$ cat src/rtl/kwta_pkg.sv
package kwta_pkg;
   // Flat index of the unordered pair (a,b), a<b, among n scores.
   function automatic int pair_index(input int a, input int b, input int n);
      return a * n - (a * (a + 1)) / 2 + (b - a - 1);
   endfunction
endpackage

$ cat src/rtl/kwta_pair_cmp.sv
module kwta_pair_cmp #(
   parameter int W_IN      = 8,
   parameter bit SIGNED_IN = 1'b0
) (
   input  logic [W_IN-1:0] a,
   input  logic [W_IN-1:0] b,
   output logic            a_gt_b,
   output logic            a_eq_b
);
   logic [W_IN-1:0] a_m;
   logic [W_IN-1:0] b_m;

   generate
      if (SIGNED_IN) begin : g_signed
         // Inverting the sign bit maps two's complement onto unsigned order.
         assign a_m = {~a[W_IN-1], a[W_IN-2:0]};
         assign b_m = {~b[W_IN-1], b[W_IN-2:0]};
      end else begin : g_unsigned
         assign a_m = a;
         assign b_m = b;
      end
   endgenerate

   assign a_gt_b = (a_m > b_m);
   assign a_eq_b = (a_m == b_m);
endmodule

$ cat src/rtl/kwta_rank_thresh.sv
module kwta_rank_thresh #(
   parameter int N_IN = 8,
   parameter int KW   = 4
) (
   input  logic [N_IN-1:0] above,
   input  logic [KW-1:0]   k,
   output logic            win
);
   logic [KW-1:0] n_above;

   always_comb begin
      n_above = '0;
      for (int j = 0; j < N_IN; j++) begin
         n_above = n_above + KW'(above[j]);
      end
   end

   always_comb begin
      if (k == '0)
         win = 1'b0;
      else if (32'(k) >= N_IN)
         win = 1'b1;
      else
         win = (n_above < k);
   end
endmodule

$ cat src/rtl/kwta_select.sv
module kwta_select #(
   parameter int N_IN      = 8,
   parameter int W_IN      = 8,
   parameter bit SIGNED_IN = 1'b0,
   localparam int KW       = $clog2(N_IN + 1)
) (
   input  logic                 clk,
   input  logic                 rst_n,
   input  logic                 in_valid,
   input  logic [N_IN*W_IN-1:0] in_data,
   input  logic [KW-1:0]        in_k,
   output logic                 out_valid,
   output logic [N_IN-1:0]      out_win
);
   import kwta_pkg::*;

   localparam int NPAIR = N_IN * (N_IN - 1) / 2;

   generate
      if (N_IN < 2) begin : g_chk_n
         $error("kwta_select: N_IN must be at least 2");
      end
      if (W_IN < 2) begin : g_chk_w
         $error("kwta_select: W_IN must be at least 2");
      end
   endgenerate

   // Stage 0: one comparator per unordered pair.
   logic [NPAIR-1:0] gt_d;
   logic [NPAIR-1:0] eq_d;

   generate
      for (genvar a = 0; a < N_IN; a++) begin : g_row
         for (genvar b = a + 1; b < N_IN; b++) begin : g_col
            localparam int PI = pair_index(a, b, N_IN);
            kwta_pair_cmp #(.W_IN(W_IN), .SIGNED_IN(SIGNED_IN)) u_cmp (
               .a      (in_data[a*W_IN +: W_IN]),
               .b      (in_data[b*W_IN +: W_IN]),
               .a_gt_b (gt_d[PI]),
               .a_eq_b (eq_d[PI])
            );
         end
      end
   endgenerate

   // Stage 1 register: comparison results and k.
   logic [NPAIR-1:0] gt_q;
   logic [NPAIR-1:0] eq_q;
   logic [KW-1:0]    k_q;
   logic             v1_q;

   always_ff @(posedge clk or negedge rst_n) begin
      if (!rst_n) begin
         gt_q <= '0;
         eq_q <= '0;
         k_q  <= '0;
         v1_q <= 1'b0;
      end else begin
         v1_q <= in_valid;
         if (in_valid) begin
            gt_q <= gt_d;
            eq_q <= eq_d;
            k_q  <= in_k;
         end
      end
   end

   // Per-score vector of the partners that strictly exceed it.
   logic [N_IN-1:0] above [N_IN];

   always_comb begin
      for (int i = 0; i < N_IN; i++) begin
         for (int j = 0; j < N_IN; j++) begin
            if (j == i)
               above[i][j] = 1'b0;
            else if (j < i)
               above[i][j] = gt_q[pair_index(j, i, N_IN)];
            else
               above[i][j] = ~gt_q[pair_index(i, j, N_IN)] &
                             ~eq_q[pair_index(i, j, N_IN)];
         end
      end
   end

   logic [N_IN-1:0] win_d;

   generate
      for (genvar i = 0; i < N_IN; i++) begin : g_thr
         kwta_rank_thresh #(.N_IN(N_IN), .KW(KW)) u_thr (
            .above (above[i]),
            .k     (k_q),
            .win   (win_d[i])
         );
      end
   endgenerate

   // Stage 2 register: winner mask.
   logic [N_IN-1:0] win_q;
   logic            v2_q;

   always_ff @(posedge clk or negedge rst_n) begin
      if (!rst_n) begin
         win_q <= '0;
         v2_q  <= 1'b0;
      end else begin
         v2_q <= v1_q;
         if (v1_q) win_q <= win_d;
      end
   end

   assign out_valid = v2_q;
   assign out_win   = win_q;
endmodule

$ cat config.mk
export PLATFORM = sky130hd
export DESIGN_NAME = kwta_select
export DESIGN_NICKNAME = d
export VERILOG_FILES = /design/src/rtl/kwta_pkg.sv /design/src/rtl/kwta_pair_cmp.sv /design/src/rtl/kwta_rank_thresh.sv /design/src/rtl/kwta_select.sv
export SDC_FILE = /design/constraint.sdc
export NUM_CORES = 1
export LEC_CHECK = 0
export ABC_CLOCK_PERIOD_IN_PS = 5800
export CAP_MARGIN = 20
export CORE_MARGIN = 2
export CORE_UTILIZATION = 60
export CTS_CLUSTER_DIAMETER = 60
export DETAILED_ROUTE_END_ITERATION = 10
export HOLD_SLACK_MARGIN = 0.12
export PLACE_DENSITY = 0.82
export SLEW_MARGIN = 0
export SYNTH_ARGS = -nofsm -noshare
export SYNTH_HDL_FRONTEND = slang
export SYNTH_SLANG_ARGS = --single-unit
$ cat constraint.sdc
create_clock -name clk -period 5.8 [get_ports clk]
set_clock_uncertainty 0.15 [all_clocks]
set_input_delay 1.16 -clock clk [delete_from_list [all_inputs] [get_ports clk]]
set_output_delay 1.16 -clock clk [all_outputs]
set_load 0.01 [all_outputs]
==> results of run 1 <==
[how the worst min path moves through the flow]
stage                               startpoint                   end  cells after the start
final                      eq_q[2]$_DFFE_PN0P_   eq_q[2]$_DFFE_PN0P_                      2
after detailed placement   eq_q[8]$_DFFE_PN0P_   eq_q[8]$_DFFE_PN0P_                      2
after CTS                  eq_q[8]$_DFFE_PN0P_   eq_q[8]$_DFFE_PN0P_                      2
after floorplan           eq_q[13]$_DFFE_PN0P_  eq_q[13]$_DFFE_PN0P_                      2
after global routing       eq_q[8]$_DFFE_PN0P_   eq_q[8]$_DFFE_PN0P_                      2
after global placement    eq_q[25]$_DFFE_PN0P_  eq_q[25]$_DFFE_PN0P_                      2
[power groups by stage]
stage	combinational [uW]	sequential (uW)	clock, uW
4_1_cts	1380	592	592
3_5_place_dp	1360	600	0
5_1_grt	1590	599	614
6_report	1380	593	598
2_1_floorplan	934	600	0
3_3_place_gp	1280	598	0
[synthesized netlist by cell type (all sizes together) (13+ instances only)]
cell type | n | area share, %
and4 | 28 | 2.6
nor3 | 16 | 1.3
dfrtp | 70 | 19
nand3 | 13 | 0.69
o21ai | 60 | 3.2
nor2 | 22 | 0.88
o221a | 13 | 1.6
nor2b | 37 | 2.5
or3 | 14 | 0.93
fa | 24 | 5.1
nand2 | 38 | 1.5
a21oi | 96 | 5.1
inv | 129 | 5.1
o211ai | 44 | 3.5
ha | 280 | 37
nand4 | 30 | 2.0
[final cells by class]
cell class              count  area share [%]
clock buffers              11            2.17
clock inverters             4           0.677
inverters                 129            4.52
multi-input cells         801            66.3
flip-flops and latches     70            16.3
well taps                 211            2.46
repair buffers             82            7.49
[state kept, by name, summed over array words and instances, names as in the netlist]
register   flops
out_win        8
out_valid      1
gt_q          28
k_q            4
v1_q           1
eq_q          28
[cell families after synthesis]
| family | Yosys count |
|---|---|
| AO/OA/AOI/OAI | 267 |
| XOR/XNOR | 8 |
| adder cells (fa/ha/maj) | 304 |
| buffers and inverters | 143 |
| flip-flops | 70 |
| multiplexers | 1 |
| AND/OR/NAND/NOR | 221 |
[routing by layer]
metal | up-vias | share of wire (%)
met5 | - | 0
met4 | 0 | 2.6
met3 | 44 | 7.1
met2 | 291 | 46
met1 | 3859 | 44
li1 | 3904 | -
[critical path: stages, from the launching register on]
cell and delay, ps:
dfrtp_1 380, nor2_1 60, ha_1 270, inv_1 50, fa_1 530, inv_1 60
fa_1 500, ha_1 240, fa_1 440, ha_1 290, a21o_1 170, a211o_1 280
o21ai_1 110
[per-stage QoR]
stage / instance area, sq um / instances / power (uW) / setup WS, ps / hold slack [ps]
global route: 10700 / 1308 / 2800 / 2090 / 410
detailed placement: 10400 / 1293 / 1960 / 2190 / 375
global placement: 10400 / 1293 / 1880 / 2320 / 370
CTS: 10700 / 1308 / 2570 / 2170 / 388
finish: 10700 / 1308 / 2570 / 2200 / 386
floorplan: 9420 / 1014 / 1530 / 2400 / 354
==> reports/qor.txt, run 1 <==
Critical Path Source - gt_q[0]$_DFFE_PN0P_
Ant diodes - 0
Clock transition at path regs - 60 ps
Footprint of the multi-input gates - 7110 sq um
Top_reg_cell synth - dfrtp_1
DRC Markers - 0
Number of fill cells - 1186
Worst-Skew Late Latency - 340 ps
Seq. cell area - 1750 sq um
Synthesis Warnings - 0
Number of distinct library cells after synthesis - 40
XOR/XNOR share of the synthesized area - 0.744%
Clock sink total - 70
Post-CTS setup buffers - 0
End-of-flow core utilization - 70.3%
All-Layer GR Usage - 32.6%
TritonCTS clock tree - done
First-pass GRT wire length - 41900 um
Net Count, Synth - 1389
Status - complete, no violations
HP Class - reg2reg
CTS H-Tree Depth - 3
Drt initial violations - 616
Port Buffers - 79
Pin count of the biggest net entering global routing - 55
R2r setup slk - 2200 ps
Row count - 45
Slew HR - 37.2%
Resize count post-CTS - 0
M2 GR Usage - 54.2%
Sw frac - 38.4%
Detailed Routing Iterations Pass 1 - 5
Clock power frac - 23.2%
Reg2Reg Depth - 12
Reg2reg end - out_win[0]$_DFFE_PN0P_
Hold Fails Final Rpt - 0
Synth Area in Compound Gates - 18.4%
Grt total ovfl - 0
Peak supply drop - 0.155 mV
Vias in the first global route - 7976
Area grow syn2layout - 13.8%
Commonest non-fill, non-tap cell in the layout - ha_1
Crit Path Max Fanout - 3
Tcrit/Tclk final - 62.0%
TNS Setup - 0 ps
Clock Path Buffers - 2
Fmax - 278 MHz
Antenna-violating nets left - 0
R2r startpoint - gt_q[0]$_DFFE_PN0P_
Core area - 15300 sq um
Synth Instances - 1014
Pwr Density - 240 nW/um^2
Layout Nets - 1468
Worst setup path class - reg2reg
Post-synth EDFFs - 0
CP endpoint - out_win[0]$_DFFE_PN0P_
Routed WL - 26100 um
Post-Synth Simple-Gate Area - 14.0%
Leakage - 0.00530 uW
Mux share of post-synthesis cell area - 0.120%
# hold bufs at CTS - 0
Mean Syn Cell Area - 9.29 sq um
Register bit total from synthesis - 70
Initial antenna violation count - 0
Setup crit end kind - flop
Logic pwr share - 53.8%
Min Tclk post-route - 3600 ps
Arr. time, crit path - 3720 ps
Final HPWL DP - 21000 um
Met3 Usage GRT - 4.91%
I/O pins - 80
Die Ht - 129 um
Int Power - 1590 uW
DR vias - 8098
Sequential share of power - 23.0%
Net Sw Power - 988 uW
Root Driver - clkbuf_16
Horiz. Die Dim - 129 um
RSZ-0062 raised after global routing - false
Fin. max-slew vios - 0
Async set-reset flop share out of synthesis - 100%
Vias per cell - 6.19
Routed len/inst - 19.9 um
Required time of the critical path - 5920 ps
Global routing's busiest layer - met2
Register area share after synthesis - 18.6%
Worst Setup Start Kind - flop
Adder-cell share of the synthesized area - 42.3%
Number of max-cap violations - 0
Final setup viols - 0
Die area - 16700 sq um
Worst Tran Pin Value - 918 ps
Most frequent cells in the layout - ha_1 (280), inv_1 (128), a21oi_1 (96), clkdlybuf4s50_1 (77), dfrtp_1 (70)
Share of cells above drive strength 1 - 5.29%
Starting Density - 61.7%
Total CTS buffers - 9
Largest family of logic cells by synthesized area - adder cells
GPL Wtd Cong - 0.924
Cell Area, Synth - 9420 sq um
GRT met1 Usage - 43.6%
Note: power is estimated with default switching activity, not from simulation.
==> run 2, diff against run 1 <==
Settings changed: ABC_CLOCK_PERIOD_IN_PS 5800 to 3400.
Clock period 5.8 ns to 3.4 ns, I/O delays scaled along.
==> run 2 against run 1 <==
The flow now finishes with violations (setup timing). Worst hold slack worse by 190 ps. Core utilization grew 2.1 points. Power increased by 80%. Die area unchanged. Flip-flop and latch count did not move. Wire length increased by 1.1%. Cell area up 3.0%. Clock power up 77%. Combinational power rose by 85%. Largest cell class unchanged. Highest routed layer unchanged.
==> reports/qor.txt, run 2 (synthesized netlist as in run 1, its figures left out) <==
Slew HR - 41.5%
Layout Nets - 1500
Number of fill cells - 1135
Vias per cell - 6.09
Min Tclk post-route - 3570 ps
GPL Wtd Cong - 0.906
Arr. time, crit path - 3700 ps
Pre-CTS setup slack - -194 ps
Initial antenna violation count - 0
Area grow syn2layout - 17.2%
Buf+Inv Stages, Crit Path - 2
Worst setup path class - reg2reg
Die area - 16700 sq um
Routed len/inst - 19.6 um
Tcrit/Tclk final - 105%
CTS H-Tree Depth - 3
Number of max-cap violations - 0
Clock transition at path regs - 60 ps
All-Layer GR Usage - 32.5%
Required time of the critical path - 3520 ps
Total CTS buffers - 9
Final HPWL DP - 20900 um
Starting Density - 61.7%
Drt initial violations - 589
Status - finished with violations
Detailed Routing Iterations Pass 1 - 5
Worst-Skew Late Latency - 350 ps
Root Driver - clkbuf_16
RSZ-0062 raised after global routing - true
Crit Path Max Fanout - 3
CP max stage cell - fa_1
Row count - 45
Ant diodes - 0
Critical path cell sequence - ha_1 -> inv_2 -> fa_1 -> inv_1 -> fa_1 -> ha_2 -> fa_1 -> ha_1 -> a21o_1 -> a211o_1 -> o21ai_1
Leakage - 0.00545 uW
Most frequent cells in the layout - ha_1 (270), inv_1 (120), a21oi_1 (96), clkdlybuf4s50_1 (77), dfrtp_1 (70)
Horiz. Die Dim - 129 um
Worst Tran Pin Value - 875 ps
Setup crit end kind - flop
DR vias - 8173
TNS Setup - -438 ps
Routed WL - 26300 um
# hold bufs at CTS - 0
Setup ws final - -174 ps
Port Buffers - 79
Design Power - 4620 uW
Failing checks - setup timing
Pwr Density - 419 nW/um^2
Clock sink total - 70
DRC Markers - 0
DP Area - 10500 sq um
Vias in the first global route - 7991
Core area - 15300 sq um
Hold Slack - 198 ps
Commonest non-fill, non-tap cell in the layout - ha_1
Die Ht - 129 um
CP max stage delay - 490 ps
Clock Path Buffers - 2
Hold Fails Final Rpt - 0
Fin. max-slew vios - 0
Grt total ovfl - 0
Pin count of the biggest net entering global routing - 55
Final setup viols - 6
Share of cells above drive strength 1 - 10.1%
Peak supply drop - 0.234 mV
First-pass GRT wire length - 41800 um
TritonCTS clock tree - done
Fmax - 280 MHz
Final instance area - 11000 sq um
Worst Setup Start Kind - flop
Most used cell, CP - fa_1
HP Class - in2async
I/O pins - 80
Delay-heaviest family, CP - adder cells
Antenna-violating nets left - 0
-- run 2: where the power goes --
part	switching [uW]	leakage, uW	internal, uW
combinational	1300	0.00442	1260
sequential	74.8	0.000868	933
clock	397	0.000160	664
-- run 2: cell type report --
type,instances,area (sq um),area share (%)
multi-input combinational,801,7170,65.0
tap,211,264,2.39
clock buffer,11,243,2.20
timing repair buffer,114,1040,9.45
sequential,70,1750,15.9
clock inverter,5,82.6,0.748
inverter,129,484,4.39
-- run 2: final timing paths --
kind                                      start                endpoint  slack (ps)  cells after the start
setup / recovery            gt_q[7]$_DFFE_PN0P_  out_win[2]$_DFFE_PN0P_        -170                     11
hold / removal                            rst_n  out_win[1]$_DFFE_PN0P_         200                      1
setup reg to reg            gt_q[7]$_DFFE_PN0P_  out_win[2]$_DFFE_PN0P_        -170                     11
hold reg to reg            eq_q[25]$_DFFE_PN0P_    eq_q[25]$_DFFE_PN0P_         390                      2
max in group asynchronous                 rst_n    gt_q[12]$_DFFE_PN0P_        2130                      2
min in group clk           eq_q[25]$_DFFE_PN0P_    eq_q[25]$_DFFE_PN0P_         390                      2
-- run 2: timing repair --
| action | in CTS | in global routing |
|---|---|---|
| pin swaps | 40 | 28 |
| gates resized for setup | 14 | 10 |
| endpoints found under the setup margin | 8 | 8 |
| hold endpoints to repair | 0 | 0 |
| buffers inserted | 7 | 7 |
| cloned | 0 | 0 |
-- run 2: metal layers --
metal / global-route usage, % / vias to the layer above / wire length (um) / part of all wire, %
met5: 0 / - / 0 / 0
met4: 15.7 / 0 / 1180 / 4.5
met2: 51.9 / 357 / 11800 / 45
met1: 43.8 / 3754 / 11500 / 44
met3: 4.21 / 90 / 1830 / 7.0
li1: - / 3972 / - / -
-- run 2: metrics by stage --
stage / cells / utilization, %
finish: 1341 / 72.4
global route: 1341 / 72.4
CTS: 1334 / 71.8
detailed placement: 1311 / 69.1
global placement: 1311 / 69.1
floorplan: 1014 / -
-- run 2: worst reg2reg max path, cell delays in order (launching register included) --
cell,delay (ps)
dfrtp_1,420
ha_1,320
inv_2,50
fa_1,490
inv_1,70
fa_1,470
ha_2,220
fa_1,490
ha_1,310
a21o_1,160
a211o_1,250
o21ai_1,120
